File: src/rtl/pms_pkg.sv
package pms_pkg;

  typedef enum logic [2:0] {
    ST_RUN    = 3'd0,
    ST_DRAIN  = 3'd1,
    ST_DOZE   = 3'd2,
    ST_NAP    = 3'd3,
    ST_SLEEP  = 3'd4,
    ST_RELOCK = 3'd5
  } pmsState_e;

  // strobes from control to datapath
  typedef struct packed {
    logic clrPow;
    logic loadRelock;
    logic decRelock;
  } pmsStrobe_t;

  // conditions from datapath to control
  typedef struct packed {
    logic powReq;
    logic wake;
    logic selSleep;
    logic selNap;
    logic selDoze;
    logic relockDone;
    logic busIdle;
  } pmsStatus_t;

endpackage

File: src/rtl/pms_datapath.sv
module pms_datapath
  import pms_pkg::*;
#(
  parameter int CFG_W         = 32,
  parameter int DOZE_BIT      = 23,
  parameter int NAP_BIT       = 22,
  parameter int SLEEP_BIT     = 21,
  parameter int DPM_BIT       = 20,
  parameter int RELOCK_CYCLES = 12500
) (
  input  logic             clk,
  input  logic             rstN,
  input  logic             cfgWrEn,
  input  logic [CFG_W-1:0] cfgWrData,
  input  logic             powReqSet,
  input  logic             extInt,
  input  logic             smInt,
  input  logic             extIntEn,
  input  logic             busIdle,
  input  pmsStrobe_t       strobe,
  output pmsStatus_t       status,
  output logic [CFG_W-1:0] modeCfg,
  output logic             powReq,
  output logic             dpmEnable
);

  localparam int CNT_W = (RELOCK_CYCLES > 1) ? $clog2(RELOCK_CYCLES) : 1;
  localparam logic [CNT_W-1:0] CNT_LOAD = CNT_W'(RELOCK_CYCLES - 1);

  logic [CFG_W-1:0] cfgQ;
  logic             powQ;
  logic [CNT_W-1:0] relockCnt;

  always_ff @(posedge clk or negedge rstN) begin
    if (!rstN) begin
      cfgQ <= '0;
    end else if (cfgWrEn) begin
      cfgQ <= cfgWrData;
    end
  end

  // a fresh request pulse wins over the clear from a wake exit
  always_ff @(posedge clk or negedge rstN) begin
    if (!rstN) begin
      powQ <= 1'b0;
    end else if (powReqSet) begin
      powQ <= 1'b1;
    end else if (strobe.clrPow) begin
      powQ <= 1'b0;
    end
  end

  always_ff @(posedge clk or negedge rstN) begin
    if (!rstN) begin
      relockCnt <= '0;
    end else if (strobe.loadRelock) begin
      relockCnt <= CNT_LOAD;
    end else if (strobe.decRelock && relockCnt != '0) begin
      relockCnt <= relockCnt - 1'b1;
    end
  end

  logic wakeNow;
  assign wakeNow = smInt | (extInt & extIntEn);

  always_comb begin
    status            = '0;
    status.powReq     = powQ;
    status.wake       = wakeNow;
    status.selSleep   = cfgQ[SLEEP_BIT];
    status.selNap     = cfgQ[NAP_BIT] & ~cfgQ[SLEEP_BIT];
    status.selDoze    = cfgQ[DOZE_BIT] & ~cfgQ[NAP_BIT] & ~cfgQ[SLEEP_BIT];
    status.relockDone = (relockCnt == '0);
    status.busIdle    = busIdle;
  end

  assign modeCfg   = cfgQ;
  assign powReq    = powQ;
  assign dpmEnable = cfgQ[DPM_BIT];

endmodule

File: src/rtl/pms_control.sv
module pms_control
  import pms_pkg::*;
(
  input  logic       clk,
  input  logic       rstN,
  input  pmsStatus_t status,
  output pmsStrobe_t strobe,
  output logic [2:0] stateCode,
  output logic       quiesceReq,
  output logic       coreClkEn,
  output logic       snoopClkEn
);

  pmsState_e stQ, stNxt;
  logic      tgtSleepQ;

  always_comb begin
    stNxt  = stQ;
    strobe = '0;
    unique case (stQ)
      ST_RUN: begin
        if (status.powReq) begin
          if (status.selSleep || status.selNap) stNxt = ST_DRAIN;
          else if (status.selDoze)              stNxt = ST_DOZE;
          else                                  strobe.clrPow = 1'b1;
        end
      end
      ST_DRAIN: begin
        if (status.wake) begin
          stNxt         = ST_RUN;
          strobe.clrPow = 1'b1;
        end else if (status.busIdle) begin
          stNxt = tgtSleepQ ? ST_SLEEP : ST_NAP;
        end
      end
      ST_DOZE, ST_NAP: begin
        if (status.wake) begin
          stNxt         = ST_RUN;
          strobe.clrPow = 1'b1;
        end
      end
      ST_SLEEP: begin
        if (status.wake) begin
          stNxt             = ST_RELOCK;
          strobe.clrPow     = 1'b1;
          strobe.loadRelock = 1'b1;
        end
      end
      ST_RELOCK: begin
        if (status.relockDone) stNxt = ST_RUN;
        else                   strobe.decRelock = 1'b1;
      end
      default: stNxt = ST_RUN;
    endcase
  end

  always_ff @(posedge clk or negedge rstN) begin
    if (!rstN) begin
      stQ       <= ST_RUN;
      tgtSleepQ <= 1'b0;
    end else begin
      stQ <= stNxt;
      if (stQ == ST_RUN && stNxt == ST_DRAIN) tgtSleepQ <= status.selSleep;
    end
  end

  always_comb begin
    coreClkEn  = (stQ == ST_RUN) || (stQ == ST_DRAIN);
    snoopClkEn = coreClkEn || (stQ == ST_DOZE);
    quiesceReq = (stQ == ST_DRAIN) || (stQ == ST_NAP) ||
                 (stQ == ST_SLEEP) || (stQ == ST_RELOCK);
  end

  assign stateCode = stQ;

endmodule

File: src/rtl/pwr_mode_seq.sv
module pwr_mode_seq
  import pms_pkg::*;
#(
  parameter int CFG_W         = 32,
  parameter int DOZE_BIT      = 23,
  parameter int NAP_BIT       = 22,
  parameter int SLEEP_BIT     = 21,
  parameter int DPM_BIT       = 20,
  parameter int RELOCK_CYCLES = 12500
) (
  input  logic             clk,
  input  logic             rstN,
  input  logic             cfgWrEn,
  input  logic [CFG_W-1:0] cfgWrData,
  output logic [CFG_W-1:0] modeCfg,
  output logic             dpmEnable,
  input  logic             powReqSet,
  output logic             powReq,
  input  logic             extIntEn,
  input  logic             extInt,
  input  logic             smInt,
  input  logic             busIdle,
  output logic             quiesceReq,
  output logic             coreClkEn,
  output logic             snoopClkEn,
  output logic [2:0]       stateCode
);

  pmsStrobe_t strobe;
  pmsStatus_t status;

  pms_datapath #(
    .CFG_W(CFG_W), .DOZE_BIT(DOZE_BIT), .NAP_BIT(NAP_BIT),
    .SLEEP_BIT(SLEEP_BIT), .DPM_BIT(DPM_BIT), .RELOCK_CYCLES(RELOCK_CYCLES)
  ) uDp (
    .clk(clk), .rstN(rstN), .cfgWrEn(cfgWrEn), .cfgWrData(cfgWrData),
    .powReqSet(powReqSet), .extInt(extInt), .smInt(smInt),
    .extIntEn(extIntEn), .busIdle(busIdle), .strobe(strobe),
    .status(status), .modeCfg(modeCfg), .powReq(powReq),
    .dpmEnable(dpmEnable)
  );

  pms_control uCtl (
    .clk(clk), .rstN(rstN), .status(status), .strobe(strobe),
    .stateCode(stateCode), .quiesceReq(quiesceReq),
    .coreClkEn(coreClkEn), .snoopClkEn(snoopClkEn)
  );

endmodule

File: config.mk
export PLATFORM = sky130hd
export DESIGN_NAME = pwr_mode_seq
export DESIGN_NICKNAME = d
export VERILOG_FILES = /design/src/rtl/pms_pkg.sv /design/src/rtl/pms_datapath.sv /design/src/rtl/pms_control.sv /design/src/rtl/pwr_mode_seq.sv
export SDC_FILE = /design/constraint.sdc
export NUM_CORES = 1
export LEC_CHECK = 0
export BUFFER_PORTS_ARGS = -buffer_cell sky130_fd_sc_hd__buf_2
export CAP_MARGIN = 20
export CELL_PAD_IN_SITES_DETAIL_PLACEMENT = 0
export CELL_PAD_IN_SITES_GLOBAL_PLACEMENT = 1
export CORE_ASPECT_RATIO = 0.8
export CORE_MARGIN = 2
export CORE_UTILIZATION = 41
export CTS_CLUSTER_DIAMETER = 150
export DETAILED_ROUTE_END_ITERATION = 10
export MAX_ROUTING_LAYER = met4
export PLACE_DENSITY_LB_ADDON = 0.1
export SLEW_MARGIN = 20
export SYNTH_ARGS = -nofsm -noshare
export SYNTH_HDL_FRONTEND = slang
export SYNTH_SLANG_ARGS = --single-unit
export TNS_END_PERCENT = 50
File: constraint.sdc
create_clock -name clk -period 5.09 [get_ports clk]
set_clock_uncertainty 0.15 [all_clocks]
set_input_delay 0.509 -clock clk [delete_from_list [all_inputs] [get_ports clk]]
set_output_delay 0.509 -clock clk [all_outputs]
set_load 0.05 [all_outputs]
==> results.tsv, run 1 <==
stage	metric	value	unit
yosys	top_reg_cell synth	dfrtp_1	
yosys	Post-synth top cells	51 x dfrtp_1, 33 x mux2_2, 11 x nor2_1	
place	Post-Place Setup Slack	3110	ps
pwr	internal power	705	uW
die	die area	6170	um^2
place	routability congestion estimate	0.754	
grt	vias in the first global route	1743	
yosys	mean area per synthesized cell	12.2	um^2
clock_network	CTS H-tree lvls	2	
yosys	largest cells by area after synthesis	dfrtp_1 56%, mux2_2 16%, o21ai_0 2.2%	
route	final WL	4680	um
pwr	PwrDens	431	nW/um^2
pwr	Reg power frac	0.455	
pwr	Max IR drop VDD	0.194	mV
sta	Tightest Pin Transition	742	ps
clock_network	clock tree buffer depth	2	
place	hpwl dp	3420	um
sta	smallest setup slack after layout	3080	ps
clock_network	clk sinks	51	
worst_setup_path	Critical Path Start Type	flop	
finish	ant diodes	0	
yosys	most common cell in the netlist	dfrtp_1	
clock_network	Worst-path clk slew	100	ps
pwr	switching power	509	uW
clock_network	TritonCTS buffer count	5	
run_status	status	completed	
die	Starting Density	0.421	
clock_network	CTS tree	yes	
pwr	Leakage Power	0.00134	uW
die	Core ar.	5410	um^2
die	die width	87.3	um
die	I/O pin total	80	
pwr	logic gate share of total power	0.348	
grt	GRT Overall Usage	0.167	
clock_network	CTS Hold Bufs	0	
worst_setup_path	Worst EP required	5160	ps
place	I/O Buffers	79	
worst_setup_path	biggest cell delay along the critical path	420	ps
finish	Area Growth Syn to Fin	23.7	%
worst_setup_path	crit path kind	reg -> reg	
route	DRC Markers	0	
min_path	type of the worst min-delay path	in -> async	
sta	Setup TNS	0	ps
yosys	Syn. warnings	0	
finish	share of layout cells above drive strength 1	0.479	
flow_run	max cap viols	0	
place	placed instance area	2720	um^2
grt	largest net degree at the start of global routing	52	
route	drt wl/cell	14.1	um
sta	Slew HR	0.502	
clock_network	# resized after CTS	0	
place	placed cell count	324	
die	Die H	70.6	um
sta	final hold violations	0	
worst_setup_path	crit path cell chain	inv_1 -> ha_1 -> nor3b_1 -> nand4_2 -> and4_1 -> o21ai_0	
route	initial DRC count	63	
sta	RSZ-0062 raised after global routing	no	
worst_setup_path	CP arrival	2080	ps
yosys	Post-synth EDFFs	0	
route	via count	1734	
finish	Final Non-Filler Cells	332	
sta	max-slew violation count	0	
grt	Remaining Overflow, GRT	0	
yosys	synthesized instance count	187	
worst_setup_path	Crit Path Max Fanout	9	
route	first drt pass iteration count	4	
route	Vias/cell	5.22	
sta	fmax	0.498	GHz
finish	Design Area, Final	2820	um^2
die	num rows	24	
worst_setup_path	Worst Setup End Kind	flop	
pwr	sw frac	0.420	
pwr	clock network power share	0.197	
yosys	ys async rst share	1.00	
yosys	Yosys top cell by area	dfrtp_1	
sta	Final min period	2010	ps
clock_network	post-CTS setup buffer count	0	
yosys	synthesized net count	228	
route	final antenna-violating net count	0	
sta	final setup violation count	0	
grt	first-pass GRT wire length	8000	um
yosys	sequential cell area fraction in the yosys report	0.561	
worst_setup_path	Crit-path slowest cell	nor3b_1	
finish	final net count	307	
sta	final worst path period share	0.394	
yosys	synthesized area	2280	um^2
sta	final hold slack	153	ps
yosys	synthesized flop and latch total	51	
yosys	Yosys top cell area share	0.561	
clock_network	clock root cell	clkbuf_8	
grt	initial antenna violation count	0	
clock_network	clock latency on the worst-skew pair	300	ps
yosys	synth unique cells	40	
[flip-flops by register name, indices dropped and copies added (netlist names)]
signal	cells
uCtl.stateCode	3
uCtl.tgtSleepQ	1
uDp.modeCfg	32
uDp.powReq	1
uDp.relockCnt	14
[metal layers]
metal / wire (um) / global-route usage / vias up
met1: 2170 / 0.222 / 840
met3: 295 / 0.0490 / 2
li1: - / - / 844
met2: 2200 / 0.250 / 48
met4: 17 / 0.0462 / 0
met5: 0 / - / -
[final cells by class]
class	count	area [um^2]
Clock buffer	5	68.8
Clock inverter	3	23.8
Fill cell	502	2590
Inverter	4	15.0
Multi-Input combinational cell	124	948
Sequential cell	51	1280
Tap cell	65	81.3
Timing Repair Buffer	80	403
[power groups by stage]
stage | registers (uW) | clock network [uW] | logic [uW]
2_1_floorplan | 675 | 0 | 197
6_report | 553 | 239 | 422
3_5_place_dp | 561 | 0 | 426
5_1_grt | 565 | 269 | 456
4_1_cts | 553 | 251 | 427
3_3_place_gp | 560 | 0 | 425
[cell usage in the layout, fill, tap and decap left out, types with 2 or more instances in the layout]
cell,n
nand2_1,10
nand2b_1,3
and3_1,3
nor3b_1,2
buf_2,79
mux2_2,33
nor4_2,2
nand3_1,7
nand4b_1,3
mux2i_1,4
o21ai_0,10
clkbuf_8,5
a31oi_1,3
a21oi_1,8
and4_1,2
dfrtp_1,51
inv_1,4
nor2_1,11
o31ai_1,2
nand4_1,2
nor3_1,2
[worst paths after layout]
check                                             start                            to  slack, ps  cells after the start
max                        uDp.relockCnt[0]$_DFFE_PN0P_  uDp.relockCnt[7]$_DFFE_PN0P_       3080                      6
min                                                rstN   uDp.modeCfg[26]$_DFFE_PN0P_        150                      2
max reg2reg                uDp.relockCnt[0]$_DFFE_PN0P_  uDp.relockCnt[7]$_DFFE_PN0P_       3080                      6
min reg2reg                 uDp.modeCfg[28]$_DFFE_PN0P_   uDp.modeCfg[28]$_DFFE_PN0P_        360                      1
max in group asynchronous                          rstN   uCtl.stateCode[0]$_DFF_PN0_       4220                      2
min in group clk                              powReqSet        uDp.powReq$_DFFE_PN0P_        250                      2
[critical path: cells and delay by family, from the launching register on]
family | cells | cell delay [ps]
flip-flops | 1 | 410
adder cells (fa/ha/maj) | 1 | 160
AO/OA/AOI/OAI | 1 | 140
buffers and inverters | 1 | 80
AND/OR/NAND/NOR | 3 | 1000
[through the flow]
| step | utilization | power (uW) |
|---|---|---|
| 2_1_floorplan | - | 871 |
| 3_3_place_gp | 0.504 | 985 |
| 3_5_place_dp | 0.504 | 987 |
| 4_1_cts | 0.521 | 1230 |
| 5_1_grt | 0.521 | 1290 |
| 6_report | 0.521 | 1210 |
[cells by family after synthesis]
logic type | after synthesis | share of synthesized area
flip-flops | 51 | 0.561
AO/OA/AOI/OAI | 29 | 0.0764
buffers and inverters | 12 | 0.0225
AND/OR/NAND/NOR | 57 | 0.154
adder cells (fa/ha/maj) | 1 | 0.00550
multiplexers | 37 | 0.181
No activity file was read; power rests on OpenSTA's default activity.
==> inputs of run 2 (changes only) <==
--- a/config.mk
+++ b/config.mk
@@ -11,7 +11,7 @@
 export CELL_PAD_IN_SITES_GLOBAL_PLACEMENT = 1
 export CORE_ASPECT_RATIO = 0.8
 export CORE_MARGIN = 2
-export CORE_UTILIZATION = 41
+export CORE_UTILIZATION = 34
 export CTS_CLUSTER_DIAMETER = 150
 export DETAILED_ROUTE_END_ITERATION = 10
 export MAX_ROUTING_LAYER = met4
==> constraint.sdc (replaced) <==
create_clock -name clk -period 1.83 [get_ports clk]
set_clock_uncertainty 0.15 [all_clocks]
set_input_delay 0.183 -clock clk [delete_from_list [all_inputs] [get_ports clk]]
set_output_delay 0.183 -clock clk [all_outputs]
set_load 0.05 [all_outputs]
==> results.tsv, run 2 (synthesis results as in run 1) <==
stage	metric	value	unit
finish	Fillers	587	
place	routability congestion estimate	0.821	
route	DRC Markers	0	
sta	final hold violations	0	
route	via count	1942	
sta	max-slew violation count	0	
min_path	type of the worst min-delay path	in -> reg	
worst_setup_path	Worst Setup End Kind	flop	
worst_setup_path	crit path cell chain	inv_2 -> ha_2 -> nor3b_4 -> and4_4 -> or4_4 -> a21oi_2	
flow_run	max cap viols	0	
pwr	total power	3790	uW
worst_setup_path	CP delay by family, top	simple AND/OR/NAND/NOR gates	
finish	final net count	359	
finish	share of layout cells above drive strength 1	0.502	
grt	initial antenna violation count	0	
place	placed instance area	2910	um^2
die	Die H	77.2	um
route	first drt pass iteration count	4	
pwr	Leakage Power	0.00160	uW
die	Starting Density	0.353	
worst_setup_path	Crit path buffers/inverters	1	
worst_setup_path	biggest cell delay along the critical path	480	ps
sta	smallest setup slack after layout	-18.5	ps
route	initial DRC count	91	
sta	fmax	0.541	GHz
finish	commonest non-fill, non-tap cell in the layout	buf_2	
sta	Tightest Pin Transition	319	ps
grt	largest net degree at the start of global routing	52	
grt	vias in the first global route	1996	
sta	final worst path period share	1.01	
finish	ant diodes	0	
route	final antenna-violating net count	0	
grt	GRT Overall Usage	0.166	
worst_setup_path	Crit Path Max Fanout	6	
finish	end-of-flow core utilization	0.533	
place	hpwl dp	3730	um
pwr	PwrDens	1110	nW/um^2
finish	Area Growth Syn to Fin	50.7	%
worst_setup_path	CP arrival	1930	ps
finish	Final Non-Filler Cells	403	
clock_network	CTS tree	yes	
route	drt wl/cell	13.9	um
run_status	violated checks	setup timing	
clock_network	CTS H-tree lvls	2	
place	I/O Buffers	79	
place	Post-Place Setup Slack	-29.1	ps
die	die width	95.5	um
run_status	status	finished, violations left	
sta	final setup violation count	1	
die	die area	7370	um^2
clock_network	clock latency on the worst-skew pair	300	ps
pwr	Max IR drop VDD	0.475	mV
clock_network	clock tree buffer depth	2	
finish	max reg flops	32	
clock_network	Worst-path clk slew	90	ps
die	I/O pin total	80	
finish	Design Area, Final	3430	um^2
clock_network	clock root cell	clkbuf_8	
die	num rows	26	
grt	first-pass GRT wire length	9410	um
route	final WL	5590	um
worst_setup_path	Crit-path slowest cell	or4_4	
sta	RSZ-0062 raised after global routing	yes	
grt	Remaining Overflow, GRT	0	
place	placed cell count	359	
finish	commonest cells after routing, fill and taps aside	79 x buf_2, 49 x dfrtp_1, 34 x dlygate4sd3_1, 33 x mux2_2, 16 x buf_4	
worst_setup_path	Critical Path Start Type	flop	
route	Vias/cell	4.82	
sta	Final min period	1850	ps
sta	Slew HR	0.785	
worst_setup_path	crit path kind	reg -> reg	
die	Core ar.	6440	um^2
clock_network	TritonCTS buffer count	5	
worst_setup_path	Worst EP required	1910	ps
clock_network	clk sinks	51	
[run 2: where the power goes]
part | leakage (uW) | switching, uW | internal [uW]
Combinational | 0.000949 | 927 | 518
Clock | 0.0000618 | 386 | 450
Sequential | 0.000594 | 183 | 1330
[run 2: worst register-to-register path: cells and delay by family (launching register included)]
| kind | cells | cell delay (ps) |
|---|---|---|
| simple gates | 3 | 820 |
| flops | 1 | 430 |
| fa+ha+maj | 1 | 180 |
| compound gates | 1 | 150 |
| buf+inv | 1 | 60 |
[run 2: what timing repair did]
action,CTS,global route
resized for setup,3,9
setup buffers,0,2
pin swaps,0,5
endpoints found under the hold margin,84,0
setup endpoints to repair,2,12
hold buffers,34,0
[run 2: routing by layer]
layer | part of all wire | wire length [um] | GRT usage | vias to the layer above
li1 | - | - | - | 947
met1 | 0.48 | 2680 | 0.210 | 945
met3 | 0.049 | 272 | 0.0462 | 5
met2 | 0.46 | 2600 | 0.267 | 45
met4 | 0.0075 | 42 | 0.0357 | 0
met5 | 0 | 0 | - | -
[run 2: metrics by stage]
stage / setup TNS (ps) / hold slack, ps
detailed placement: -32.5 / 50.0
finish: -18.5 / 54.6
global route: -345 / 91.7
floorplan: 0 / -263
global placement: 0 / 53.2
CTS: 0 / 57.6
[run 2: final timing paths]
check	from	end	slack, ps	cells after the start
max	uDp.relockCnt[0]$_DFFE_PN0P_	uDp.relockCnt[9]$_DFFE_PN0P_	-20	6
min	smInt	uCtl.stateCode[1]$_DFF_PN0_	50	4
max reg2reg	uDp.relockCnt[0]$_DFFE_PN0P_	uDp.relockCnt[9]$_DFFE_PN0P_	-20	6
min reg2reg	uCtl.stateCode[2]$_DFF_PN0_	uCtl.stateCode[1]$_DFF_PN0_	360	1
max in group asynchronous	rstN	uCtl.stateCode[2]$_DFF_PN0_	1030	3
min in group asynchronous	rstN	uDp.modeCfg[4]$_DFFE_PN0P_	230	3
[run 2: area by class of cell]
cell class                 count  area (um^2)  area share
sequential                    51         1280       0.373
tap                           84          105      0.0306
clock buffer                   6         82.6      0.0241
multi-input combinational    124         1000       0.292
timing repair buffer         132          907       0.264
clock inverter                 2         38.8      0.0113
inverter                       4         15.0     0.00438
==> inputs of run 3 (changes only) <==
--- a/config.mk
+++ b/config.mk
@@ -11,7 +11,7 @@
 export CELL_PAD_IN_SITES_GLOBAL_PLACEMENT = 1
 export CORE_ASPECT_RATIO = 0.8
 export CORE_MARGIN = 2
-export CORE_UTILIZATION = 34
+export CORE_UTILIZATION = 35
 export CTS_CLUSTER_DIAMETER = 150
 export DETAILED_ROUTE_END_ITERATION = 10
 export MAX_ROUTING_LAYER = met4
@@ -19,5 +19,6 @@
 export SLEW_MARGIN = 20
 export SYNTH_ARGS = -nofsm -noshare
 export SYNTH_HDL_FRONTEND = slang
+export SYNTH_HIERARCHICAL = 1
 export SYNTH_SLANG_ARGS = --single-unit
 export TNS_END_PERCENT = 50
==> results.tsv, run 3 <==
stage	metric	value	unit
grt	global-route layer with the greatest usage	met2	
pwr	Leakage Power	0.00169	uW
finish	commonest non-fill, non-tap cell in the layout	buf_2	
die	die area	7500	um^2
clock_network	clk sinks	51	
yosys	synthesized flop and latch total	51	
grt	largest net degree at the start of global routing	52	
die	Core ar.	6510	um^2
pwr	internal power	2290	uW
clock_network	clock latency on the worst-skew pair	290	ps
run_status	status	finished, violations left	
finish	multi-input logic area	1140	um^2
yosys	sequential cell area fraction in the yosys report	0.535	
place	Post-Place Setup Slack	-476	ps
sta	final hold slack	136	ps
sta	Tightest Pin Transition	429	ps
worst_setup_path	Crit Path Max Fanout	7	
finish	register area	1280	um^2
min_path	Worst Hold End	uCtl/stateCode[1]$_DFF_PN0_	
yosys	mean area per synthesized cell	12.2	um^2
sta	final hold violations	0	
route	via count	2081	
worst_setup_path	CP arrival	2280	ps
die	num rows	26	
finish	Area Growth Syn to Fin	57.1	%
sta	fmax	0.455	GHz
clock_network	Worst-path clk slew	90	ps
clock_network	TritonCTS buffer count	5	
grt	initial antenna violation count	0	
worst_setup_path	Worst Setup End Kind	flop	
min_path	Hold Path Origin	smInt	
yosys	ys async rst share	1.00	
worst_setup_path	R2R cell count	9	
finish	Fillers	592	
yosys	Syn. warnings	6	
worst_setup_path	Critical Path Start Type	flop	
yosys	Yosys top cell area share	0.535	
grt	Remaining Overflow, GRT	0	
die	die width	96.3	um
pwr	switching power	1610	uW
finish	final net count	389	
place	placed cell count	384	
yosys	Post-synth EDFFs	0	
pwr	logic gate share of total power	0.485	
grt	M2 GR Usage	0.273	
finish	commonest cells after routing, fill and taps aside	79 x buf_2, 48 x dfrtp_1, 40 x buf_4, 34 x dlygate4sd3_1, 32 x mux2_2	
run_status	violated checks	setup timing	
min_path	type of the worst min-delay path	in -> reg	
yosys	synthesized net count	237	
route	final antenna-violating net count	0	
sta	Slew HR	0.713	
route	drt wl/cell	13.6	um
worst_setup_path	R2R Setup Slk	-370	ps
sta	smallest setup slack after layout	-368	ps
finish	share of layout cells above drive strength 1	0.570	
sta	RSZ-0062 raised after global routing	yes	
flow_run	max cap viols	0	
worst_setup_path	crit path kind	reg -> reg	
yosys	synth unique cells	41	
worst_setup_path	FF-to-FF Start	uDp/relockCnt[0]$_DFFE_PN0P_	
die	Die H	77.9	um
clock_network	CTS tree	yes	
route	final WL	5890	um
pwr	clock network power share	0.161	
clock_network	clock tree buffer depth	2	
sta	final worst path period share	1.20	
route	DRC Markers	0	
finish	Final Non-Filler Cells	433	
route	first drt pass iteration count	4	
grt	vias in the first global route	2111	
place	placed instance area	3180	um^2
place	hpwl dp	3980	um
grt	GR Util met1	0.241	
die	Starting Density	0.367	
sta	Setup TNS	-5200	ps
yosys	top_reg_cell synth	dfrtp_1	
yosys	Yosys top cell by area	dfrtp_1	
worst_setup_path	Worst EP required	1910	ps
route	Vias/cell	4.81	
yosys	largest cells by area after synthesis	dfrtp_1 53%, mux2_2 15%, a21oi_1 2.1%	
finish	ant diodes	0	
clock_network	clock root cell	clkbuf_8	
grt	GR Util met3	0.0359	
yosys	most common cell in the netlist	dfrtp_1	
pwr	PwrDens	1040	nW/um^2
sta	max-slew violation count	0	
place	routability congestion estimate	0.839	
pwr	Max IR drop VDD	0.483	mV
pwr	Reg power frac	0.353	
worst_setup_path	reg2reg end	uDp/relockCnt[13]$_DFFE_PN0P_	
yosys	synthesized instance count	196	
grt	first-pass GRT wire length	10100	um
route	initial DRC count	93	
pwr	sw frac	0.413	
finish	Design Area, Final	3750	um^2
sta	final setup violation count	16	
min_path	Hold Path Depth	3	
yosys	Post-synth top cells	51 x dfrtp_1, 32 x mux2_2, 10 x a21oi_1	
clock_network	CTS H-tree lvls	2	
die	I/O pin total	80	
place	I/O Buffers	79	
sta	Final min period	2200	ps
grt	GRT Overall Usage	0.176	
finish	max reg flops	32	
yosys	synthesized area	2390	um^2
-- run 3: cell types whose count changed after synthesis, moves of 4 or more --
cell / before / now
buf_4: 1 / 6
buf_6: 0 / 4
mux2i_1: 4 / 0
nand2_1: 10 / 6
nor2_1: 11 / 5
or3_2: 1 / 5
-- run 3: layer usage --
| metal | wire (um) | part of all wire |
|---|---|---|
| met1 | 2850 | 0.48 |
| met2 | 2680 | 0.45 |
| met3 | 283 | 0.048 |
| met4 | 82 | 0.014 |
| met5 | 0 | 0 |
-- run 3: repair_timing --
action | 4_1_cts | 5_1_grt
buffers inserted | 5 | 1
hold endpoints to repair | 84 | 0
gates cloned | 1 | 0
endpoints found under the setup margin | 16 | 16
pin swaps | 21 | 3
gates resized for setup | 17 | 5
hold buffers | 34 | 0
-- run 3: power by group through the flow --
| stage | Sequential [uW] | Clock (uW) | Combinational, uW |
|---|---|---|---|
| 2_1_floorplan | 1780 | 0 | 815 |
| 3_3_place_gp | 1400 | 0 | 1680 |
| 3_5_place_dp | 1400 | 0 | 1690 |
| 4_1_cts | 1380 | 658 | 1880 |
| 5_1_grt | 1410 | 731 | 2040 |
| 6_report | 1380 | 631 | 1900 |
-- run 3: cell type report --
| type | count | area share |
|---|---|---|
| clock inverter | 2 | 0.00334 |
| inverter | 7 | 0.00701 |
| timing repair buffer | 158 | 0.296 |
| tap | 84 | 0.0280 |
| sequential | 51 | 0.342 |
| clock buffer | 6 | 0.0194 |
| multi-input combinational | 125 | 0.305 |
-- run 3: through the flow --
stage / utilization / total power (uW)
6_report: 0.576 / 3910
5_1_grt: 0.576 / 4180
4_1_cts: 0.572 / 3920
3_5_place_dp: 0.489 / 3090
3_3_place_gp: 0.489 / 3080
2_1_floorplan: - / 2600
-- run 3: worst max-delay path by stage --
stage | start | endpoint | slack, ps | depth (start not counted)
floorplan | uDp/relockCnt[0]$_DFFE_PN0P_ | uDp/relockCnt[10]$_DFFE_PN0P_ | -460 | 8
global placement | uDp/relockCnt[0]$_DFFE_PN0P_ | uDp/relockCnt[10]$_DFFE_PN0P_ | -450 | 8
detailed placement | uDp/relockCnt[10]$_DFFE_PN0P_ | uDp/relockCnt[4]$_DFFE_PN0P_ | -480 | 8
CTS | uDp/relockCnt[6]$_DFFE_PN0P_ | uCtl/stateCode[0]$_DFF_PN0_ | -360 | 6
global route | uDp/relockCnt[0]$_DFFE_PN0P_ | uDp/relockCnt[11]$_DFFE_PN0P_ | -470 | 9
finish | uDp/relockCnt[0]$_DFFE_PN0P_ | uDp/relockCnt[13]$_DFFE_PN0P_ | -370 | 9
-- run 3: cell families after synthesis --
kind of cell    synth area share
flops                      0.535
compound gates             0.104
buf+inv                   0.0551
fa+ha+maj                0.00524
mux                        0.151
xor+xnor                 0.00734
simple gates               0.142
-- run 3: worst max-delay path, stage by stage (launching register included) --
cell     delay [ps]
dfrtp_1         380
inv_2            60
ha_4            160
or3b_4          240
nor4_4           50
nor3_4          210
buf_4           170
nand3_4          90
or4b_4          550
nand3_2          80
